$ cat src/rtl/bwc_pkg.sv
package bwc_pkg;

    localparam int CMD_W        = 4;
    localparam int ADDR_W       = 6;
    localparam int DATA_W       = 32;
    localparam int CRC_W        = 16;
    localparam int PAYLOAD_BITS = ADDR_W + 2 + DATA_W;
    localparam int FRAME_SHORT  = CMD_W + PAYLOAD_BITS;
    localparam int FRAME_LONG   = FRAME_SHORT + CRC_W;

    localparam logic [CMD_W-1:0] CMD_WRITE = 4'b0001;
    localparam logic [CRC_W-1:0] CRC_POLY  = 16'h1021;
    localparam logic [CRC_W-1:0] CRC_SEED  = 16'hFFFF;

    // Packed so that verify lands on bit 3 and lock on bit 0.
    typedef struct packed {
        logic verify;
        logic pwd;
        logic crc;
        logic lock;
    } err_t;

    typedef struct packed {
        logic [ADDR_W-1:0] addr;
        logic              lock;
        logic [DATA_W-1:0] data;
        logic              has_crc;
        logic              crc_ok;
    } frame_t;

    typedef enum logic [2:0] {
        S_IDLE,
        S_ATTR,
        S_CHECK,
        S_WRITE,
        S_WAIT,
        S_VRD,
        S_VCMP
    } state_e;

    function automatic logic [CRC_W-1:0] crc_step(input logic [CRC_W-1:0] c, input logic b);
        return {c[CRC_W-2:0], 1'b0} ^ ((c[CRC_W-1] ^ b) ? CRC_POLY : '0);
    endfunction

endpackage

$ cat src/rtl/bwc_rx.sv
module bwc_rx
    import bwc_pkg::*;
(
    input  logic   clk,
    input  logic   rst,
    input  logic   bit_vld,
    input  logic   bit_val,
    input  logic   frame_end,
    output logic   frm_vld,
    output frame_t frm
);

    localparam int CNT_W = $clog2(FRAME_LONG + 2);
    localparam logic [CNT_W-1:0] CNT_MAX   = '1;
    localparam logic [CNT_W-1:0] CNT_SHORT = CNT_W'(FRAME_SHORT);
    localparam logic [CNT_W-1:0] CNT_LONG  = CNT_W'(FRAME_LONG);
    localparam logic [CNT_W-1:0] CNT_CMD   = CNT_W'(CMD_W);

    logic [FRAME_LONG-1:0]  sr;
    logic [CNT_W-1:0]       cnt;
    logic [CRC_W-1:0]       crc;
    logic [FRAME_SHORT-1:0] head;
    logic                   is_short, is_long, accept;
    frame_t                 dec;

    always_comb begin
        is_short = (cnt == CNT_SHORT);
        is_long  = (cnt == CNT_LONG);
        head     = is_long ? sr[FRAME_LONG-1:CRC_W] : sr[FRAME_SHORT-1:0];
        accept   = (is_short || is_long)
                && (head[FRAME_SHORT-1 -: CMD_W] == CMD_WRITE)
                && !head[DATA_W+1];
        dec.addr    = head[PAYLOAD_BITS-1 -: ADDR_W];
        dec.lock    = head[DATA_W];
        dec.data    = head[DATA_W-1:0];
        dec.has_crc = is_long;
        dec.crc_ok  = is_long && (crc == sr[CRC_W-1:0]);
    end

    always_ff @(posedge clk) begin
        if (rst) begin
            sr      <= '0;
            cnt     <= '0;
            crc     <= CRC_SEED;
            frm_vld <= 1'b0;
            frm     <= '0;
        end else begin
            frm_vld <= 1'b0;
            if (frame_end) begin
                cnt <= '0;
                crc <= CRC_SEED;
                if (accept) begin
                    frm_vld <= 1'b1;
                    frm     <= dec;
                end
            end else if (bit_vld) begin
                sr <= {sr[FRAME_LONG-2:0], bit_val};
                if (cnt != CNT_MAX) cnt <= cnt + 1'b1;
                if (cnt >= CNT_CMD && cnt < CNT_SHORT) crc <= crc_step(crc, bit_val);
            end
        end
    end

    // the CRC register is frozen once the payload has been consumed
    a_r3_crc_frozen: assert property (@(posedge clk) disable iff (rst)
        (bit_vld && !frame_end && cnt >= CNT_SHORT) |=> $stable(crc));

    // a frame of a length other than 44 or 60 never produces a strobe
    a_r2_bad_length: assert property (@(posedge clk) disable iff (rst)
        (frame_end && cnt != CNT_SHORT && cnt != CNT_LONG) |=> !frm_vld);

endmodule

$ cat src/rtl/bwc_timer.sv
module bwc_timer #(
    parameter int CYCLES = 600000
) (
    input  logic clk,
    input  logic rst,
    input  logic start,
    output logic done
);

    localparam int TW = $clog2(CYCLES + 1);
    localparam logic [TW-1:0] LAST = TW'(CYCLES - 1);

    logic [TW-1:0] cnt;
    logic          run;

    assign done = run && (cnt == LAST);

    always_ff @(posedge clk) begin
        if (rst) begin
            cnt <= '0;
            run <= 1'b0;
        end else if (start) begin
            cnt <= '0;
            run <= 1'b1;
        end else if (run) begin
            if (cnt == LAST) run <= 1'b0;
            else             cnt <= cnt + 1'b1;
        end
    end

    // the programming window never exceeds its configured length
    a_r8_timer_bound: assert property (@(posedge clk) disable iff (rst)
        run |-> (cnt <= LAST));

endmodule

$ cat src/rtl/blkwr_ctrl.sv
module blkwr_ctrl
    import bwc_pkg::*;
#(
    parameter int PROG_CYCLES = 600000
) (
    input  logic              clk,
    input  logic              rst,
    input  logic              rx_bit_vld,
    input  logic              rx_bit,
    input  logic              rx_frame_end,
    input  logic              cfg_crc_required,
    input  logic              tag_selected,
    input  logic              login_write_ok,
    output logic              mem_en,
    output logic              mem_we,
    output logic [ADDR_W-1:0] mem_addr,
    output logic [DATA_W-1:0] mem_wdata,
    output logic              mem_wlock,
    input  logic [DATA_W-1:0] mem_rdata,
    input  logic              mem_rlock,
    input  logic              mem_rprot,
    output logic              rsp_valid,
    output logic [3:0]        rsp_code
);

    state_e            state;
    logic              frm_vld;
    frame_t            frm;
    logic [ADDR_W-1:0] cur_addr;
    logic [DATA_W-1:0] cur_data;
    logic              cur_lock;
    err_t              rsp_err;
    logic              prog_done;
    logic              crc_fault;

    bwc_rx u_rx (
        .clk       (clk),
        .rst       (rst),
        .bit_vld   (rx_bit_vld),
        .bit_val   (rx_bit),
        .frame_end (rx_frame_end),
        .frm_vld   (frm_vld),
        .frm       (frm)
    );

    bwc_timer #(.CYCLES(PROG_CYCLES)) u_timer (
        .clk   (clk),
        .rst   (rst),
        .start (state == S_WRITE),
        .done  (prog_done)
    );

    always_comb begin
        crc_fault = frm.has_crc ? !frm.crc_ok : cfg_crc_required;
        mem_en    = (state == S_ATTR) || (state == S_WRITE) || (state == S_VRD);
        mem_we    = (state == S_WRITE);
        mem_addr  = cur_addr;
        mem_wdata = cur_data;
        mem_wlock = cur_lock;
        rsp_code  = rsp_err;
    end

    always_ff @(posedge clk) begin
        if (rst) begin
            state     <= S_IDLE;
            cur_addr  <= '0;
            cur_data  <= '0;
            cur_lock  <= 1'b0;
            rsp_valid <= 1'b0;
            rsp_err   <= '0;
        end else begin
            rsp_valid <= 1'b0;
            rsp_err   <= '0;
            unique case (state)
                S_IDLE: begin
                    if (frm_vld && tag_selected) begin
                        cur_addr <= frm.addr;
                        cur_data <= frm.data;
                        cur_lock <= frm.lock;
                        if (crc_fault) begin
                            rsp_valid   <= 1'b1;
                            rsp_err.crc <= 1'b1;
                        end else begin
                            state <= S_ATTR;
                        end
                    end
                end
                S_ATTR:  state <= S_CHECK;
                S_CHECK: begin
                    if (mem_rlock) begin
                        rsp_valid    <= 1'b1;
                        rsp_err.lock <= 1'b1;
                        state        <= S_IDLE;
                    end else if (mem_rprot && !login_write_ok) begin
                        rsp_valid   <= 1'b1;
                        rsp_err.pwd <= 1'b1;
                        state       <= S_IDLE;
                    end else begin
                        state <= S_WRITE;
                    end
                end
                S_WRITE: state <= S_WAIT;
                S_WAIT:  if (prog_done) state <= S_VRD;
                S_VRD:   state <= S_VCMP;
                S_VCMP: begin
                    rsp_valid      <= 1'b1;
                    rsp_err.verify <= (mem_rdata != cur_data) || (mem_rlock != cur_lock);
                    state          <= S_IDLE;
                end
                default: state <= S_IDLE;
            endcase
        end
    end

    // a bad CRC answers on the next cycle and leaves memory untouched
    a_r3_crc_abort: assert property (@(posedge clk) disable iff (rst)
        (state == S_IDLE && frm_vld && tag_selected && frm.has_crc && !frm.crc_ok)
        |=> (rsp_valid && rsp_code == 4'b0010 && !mem_en));

    // an unselected tag neither answers nor moves
    a_r5_unselected: assert property (@(posedge clk) disable iff (rst)
        (state == S_IDLE && frm_vld && !tag_selected) |=> (state == S_IDLE && !rsp_valid));

    // a stored lock bit prevents any following write
    a_r6_lock_no_write: assert property (@(posedge clk) disable iff (rst)
        (state == S_CHECK && mem_rlock) |=> !mem_we);

    // a write strobe lasts exactly one cycle
    a_r8_single_write: assert property (@(posedge clk) disable iff (rst)
        mem_we |=> !mem_we);

    // at most one error bit per response
    a_r10_onehot_code: assert property (@(posedge clk) disable iff (rst)
        rsp_valid |-> $onehot0(rsp_code));

    // a frame that lands mid-command leaves the target block unchanged
    a_r11_busy_hold: assert property (@(posedge clk) disable iff (rst)
        (state != S_IDLE && frm_vld) |=> $stable(cur_addr));

endmodule

$ cat config.mk
export PLATFORM = sky130hd
export DESIGN_NAME = blkwr_ctrl
export DESIGN_NICKNAME = d
export VERILOG_FILES = /design/src/rtl/bwc_pkg.sv /design/src/rtl/bwc_rx.sv /design/src/rtl/bwc_timer.sv /design/src/rtl/blkwr_ctrl.sv
export SDC_FILE = /design/constraint.sdc
export NUM_CORES = 1
export LEC_CHECK = 0
export BUFFER_PORTS_ARGS = -buffer_cell sky130_fd_sc_hd__buf_2
export CAP_MARGIN = 20
export CELL_PAD_IN_SITES_DETAIL_PLACEMENT = 1
export CELL_PAD_IN_SITES_GLOBAL_PLACEMENT = 1
export CORE_MARGIN = 2
export CORE_UTILIZATION = 44
export CTS_CLUSTER_SIZE = 25
export DETAILED_ROUTE_END_ITERATION = 16
export PLACE_DENSITY = 0.88
export RECOVER_POWER = 100
export SYNTH_ARGS = -nofsm -noshare
export SYNTH_HDL_FRONTEND = slang
export SYNTH_SLANG_ARGS = --single-unit
$ cat constraint.sdc
create_clock -name clk -period 1.75 [get_ports clk]
set_input_delay 0.175 -clock clk [delete_from_list [all_inputs] [get_ports clk]]
set_output_delay 0.175 -clock clk [all_outputs]
set_load 0.1 [all_outputs]
---- Word-level counts from Yosys, hierarchy flattened ----
Cells that the tools add are included.
cells by class
  add/subtract/negate cells ............... 2
  multipliers ............................. 0
  divide/modulo/power cells ............... 0
  $lt $le $gt $ge ......................... 2
  equality and inequality tests ........... 17
  shift-type cells ........................ 0
  mux-type cells .......................... 19
  bitwise logic cells ..................... 7
  reductions and logical operators ........ 29
operators with widths
  operator               number
  $mux 44                1
  $ne 32x32->1           1
  $add 20x1->20 const B  1
  $eq 20x20->1 const B   1
  $pmux 3 s6             1
  $eq 16x16->1           1
  $xor 16x16->16         1
  $mux 13                1
  $eq 6x6->1 const B     2
  $mux 3                 4
  $reduce_and 2->1       6
  $reduce_or 2->1        6
  $mux 1                 10
  $eq 3x3->1 const B     3
  $logic_and 1x1->1      7
  $add 6x1->6 const B    1
  $eq 3x2->1 const B     2
  $ge 6x3->1 const B     1
  $lt 6x6->1 const B     1
  $ne 2x2->1 const B     3
  $ne 6x6->1 const B     1
  $not 1->1              5
  $eq 4x1->1 const B     1
  $logic_or 1x1->1       4
  9 further kinds        11
word-level totals
  bits in registers ....................... 192
  bits in latches ......................... 0
  RAM bits ................................ 0
  bits in read-only memories .............. 0
  output and inout bits ................... 46
  logic and storage cells ................. 96
  memories ................................ 0

---- Longest topological paths before layout ----
  depth after elaboration ................. 6
  depth in mapped cells ................... 7
  mapped depth without buffers ............ 6

---- Modules after synthesis ----
From an unflattened synthesis, not the netlist that was laid out.
unflattened totals
  cells, all modules ...................... 1004
  area, all modules ....................... 8411.8 µm²
by module, submodules not included
  module      times used  cells each  area an instance (µm²)
  bwc_rx      1           626         5291.3
  blkwr_ctrl  1           251         2018.2
  bwc_timer   1           127         1102.3

---- Worst setup path after synthesis ----
No wires, ideal clock.
  path type ............................... register -> output
  start point ............................. reg state[0]
  end point ............................... out mem_en
  arrival time ............................ 2764 ps
  slack ................................... -1189 ps
  stages on the path, launching flop included .. 3
  buffers on the path ..................... 1
  cell sequence ........................... dfxtp_1 -> clkbuf_1 -> a21boi_0
between the ends
  cells in the longest elaborated chain, start to end .. 3
RTL lines
  element                                          RTL line          source
  from (decl)                                      blkwr_ctrl.sv:26  state_e state;
  from (signal assigned)                           blkwr_ctrl.sv:65  state <= S_IDLE;
  from (signal assigned)                           blkwr_ctrl.sv:84  state <= S_ATTR;
  from (signal assigned)                           blkwr_ctrl.sv:88  S_ATTR: state <= S_CHECK;
  $eq 3x1->1 / $eq 3x2->1 (equally long branches)  blkwr_ctrl.sv:55  mem_en = (state == S_ATTR) || (state == S_WRITE) || (state == S_VRD);
  $logic_or 1x1->1                                 blkwr_ctrl.sv:55
  $logic_or 1x1->1 *                               blkwr_ctrl.sv:55
  to (decl)                                        blkwr_ctrl.sv:14  output logic mem_en,
Every way passes the cells marked *; elsewhere a longest branch is shown, timed or not.

---- Worst setup path in the final report ----
  start point ............................. reg u_timer.cnt[16]
  end point ............................... reg u_timer.cnt[11]
between the ends
  cells in the longest elaborated chain, start to end .. 3
RTL lines
  element                     RTL line         source
  from (decl)                 bwc_timer.sv:13  logic [TW-1:0] cnt;
  from (signal assigned)      bwc_timer.sv:27  else cnt <= cnt + 1'b1;
  $eq 20x20->1                bwc_timer.sv:26  if (cnt == LAST) run <= 1'b0;
  $not 1->1 (no line)         -
  $reduce_and 2->1 (no line)  -
Every way passes these cells.
A chain may end at the register's enable or synchronous reset.

==> key figures <==
Run status
  • Outcome: finished, violations left
  • Violated checks: setup timing

Final layout
  • Syn-to-layout area delta: 22.0%
  • Reg area: 3880 sq um
  • Filler Cell Count: 2131
  • Final Instance Count excl. Fillers: 1313
  • Area of the multi-input gates: 3960 sq um
  • Ant diodes: 0
  • Final nets: 1116
  • Layout cell share with drive strength beyond 1: 21.0%
  • Util after Layout: 54.5%

Floorplan
  • DIE AREA: 19400 sq um
  • Io pins: 88
  • Num rows: 49
  • Die extent in y: 139 um
  • CORE AREA: 18000 sq um
  • Die width: 139 um
  • Initial Util: 44.7%

Synthesis
  • Register area share after synthesis: 47.9%
  • Flops & latches, synth: 192
  • Yosys warnings: 0
  • Synth Net Count: 1028
  • Synth unique cells: 48
  • Post-synth top flop: dfxtp_1
  • Number of synthesized flops with an enable pin: 0
  • Avg Cell Area, Syn: 8.17 sq um
  • Synth Cell Area: 8030 sq um
  • Synth Instances: 983
  • Ys async rst share: 0%

Timing
  • Worst-margin pin slew: 1240 ps
  • Period utilisation layout: 102%
  • Final hold violations: 0
  • Tmin final: 1780 ps
  • Slew headroom: 17.3%
  • Max Freq: 561 MHz
  • PnR worst setup slack: -32.1 ps
  • Fin. max-slew vios: 0
  • Final Setup Violations: 2
  • RSZ-0062 raised after global routing: yes
  • Worst Skew: 11.8 ps

Placement
  • GPL Wtd Cong: 0.812
  • DPL Wire Length: 15900 um
  • Number of buffers added on ports: 87
  • Placed cell count: 1272

Clock tree
  • # H-tree levels: 4
  • CTS Sinks: 192
  • Clock-pin slew on the worst setup and hold paths: 80 ps
  • CTS tree: yes
  • Root Buffer: clkbuf_16
  • Worst-skew pair later-pin latency: 440 ps
  • Clk buf depth: 2
  • Total CTS buffers: 17

Detailed routing
  • DRT iter0 DRCs: 527
  • Post-route ant nets: 0
  • DRT Pass-1 Iters: 5
  • Via Count: 7482
  • Vias/cell: 5.70
  • DR DRC count: 0
  • WL per Instance: 19.9 um
  • Final Routed Wirelength: 26200 um

Pwr
  • Leakage power: 3.49 nW
  • P per Cell Area: 896 nW/um^2
  • VDD IR max: 0.873 mV

Worst setup path
  • Crit path kind: flip-flop to flip-flop
  • Worst Path Required: 2070 ps
  • Reg2reg setup slack: -30 ps
  • Crit path max fanout: 5
  • Worst-path cell chain: nor4bb_4 -> nand4_1 -> buf_4 -> o21ai_2 -> or4_1 -> a21oi_1
  • Crit path DAT: 2100 ps
  • Crit path capture type: flip-flop
  • CP peak stage delay: 360 ps
  • Critical path launch point type: flip-flop
  • Slowest-stage cell, CP: dfxtp_1

Flow run
  • Max cap viols: 0

Global route
  • Pin count of the biggest net entering global routing: 74
  • First-pass GRT wire length: 40100 um
  • Total GRT Usage: 25.8%
  • Vias in the first global route: 7611
  • Initial antenna violation count: 0
  • Gr ovfl total: 0

Worst hold path
  • Worst hold path type: input pin to flip-flop
-- flip-flops by register name, indices dropped and copies added, names as in the netlist, 4 cells and up --
signal,cells
mem_wdata,32
u_timer.cnt,20
u_rx.frm,41
rsp_code,4
mem_addr,6
u_rx.crc,16
u_rx.cnt,6
u_rx.sr,60
-- worst paths after layout --
check | to | cells after the start | startpoint
max | u_timer.cnt[11] | 6 | u_timer.cnt[16]
max reg2reg | u_timer.cnt[11] | 6 | u_timer.cnt[16]
min reg2reg | mem_wdata[7] | 2 | u_rx.frm[9]
min | rsp_code[2] | 3 | login_write_ok
-- through the flow --
stage          total power, W  instance area, sq um  TNS (ps)  hold slack, ps  worst slack [ps]
3_5_place_dp          0.00475                  8930      -104             398             -49.2
6_report              0.00877                  9800     -50.0            26.4             -32.1
4_1_cts               0.00877                  9630         0            13.9              7.26
3_3_place_gp          0.00475                  8930         0             394              89.9
2_1_floorplan         0.00462                  8060         0             252              8.76
5_1_grt               0.00900                  9800      -825            42.4              -109
-- metal layers --
metal / GRT usage [%] / wire length (um) / part of all wire [%] / up-vias
met1: 32.1 / 11100 / 42 / 3683
met3: 4.77 / 1190 / 4.6 / 61
li1: - / - / - / 3498
met5: 0 / 0 / 0 / -
met4: 8.98 / 659 / 2.5 / 0
met2: 44.8 / 13200 / 50 / 240
-- cell families (layout without fill, tap and decap cells) --
family / after synthesis / count (layout) / share of synthesized area, %
compound gates: 169 / 170 / 13.2
simple gates: 455 / 455 / 24.2
xor+xnor: 68 / 68 / 7.42
fa+ha+maj: 3 / 3 / 0.467
flops: 192 / 192 / 47.9
buf+inv: 79 / 179 / 4.74
mux: 17 / 17 / 2.12
-- cells in the mapped netlist (13+ instances only) --
library cell | number | area [sq um]
nand2_1 | 301 | 1130
dfxtp_1 | 192 | 3840
a21oi_1 | 110 | 551
nor2_1 | 66 | 248
a311oi_1 | 40 | 350
clkbuf_1 | 37 | 139
xor2_1 | 35 | 307
xnor2_1 | 33 | 289
nand3_1 | 19 | 95.1
mux2i_1 | 17 | 170
buf_2 | 16 | 80.1
nor3_1 | 13 | 65.1
-- cells in the final DEF (no fill, tap or decap), types with 9 or more instances in the layout --
cell,synthesis,final
nor3_1,13,12
nor2_1,66,65
clkbuf_16,0,18
xnor2_1,33,33
mux2i_1,17,17
xor2_1,35,35
dfxtp_1,192,168
buf_2,16,84
nand4_1,9,9
nand3_1,19,15
buf_12,0,12
nand2_1,301,301
a311oi_1,40,39
dfxtp_2,0,23
a21oi_1,110,109
buf_4,1,34
-- area by class of cell --
type / instances / share of cell area (%)
clock inverter: 14 / 1.81
tap: 229 / 2.92
multi-input combinational: 713 / 40.5
sequential: 192 / 39.6
timing repair buffer: 136 / 10.3
clock buffer: 18 / 4.48
inverter: 11 / 0.473
-- what timing repair did --
item,4_1_cts,5_1_grt
hold endpoints to repair,1,0
endpoints found under the setup margin,12,53
buffers inserted,2,3
hold buffers,1,0
pin swaps,1,3
gates cloned,1,2
resized for setup,8,28
-- power breakdown --
part	total (W)	leakage, nW	switching [W]	internal (W)
Clock	0.00412	0.296	0.00180	0.00231
Sequential	0.00437	1.56	0.00000393	0.00437
Combinational	0.000285	1.64	0.000192	0.0000936
-- critical path: cells and delay by family, from the launching register on --
kind,cells,cell delay [ps]
and+or+nand+nor,3,760
DFF,1,360
AOI/OAI and AO/OA,2,330
buffers and inverters,1,220
Power figures use the tool's default switching activity.
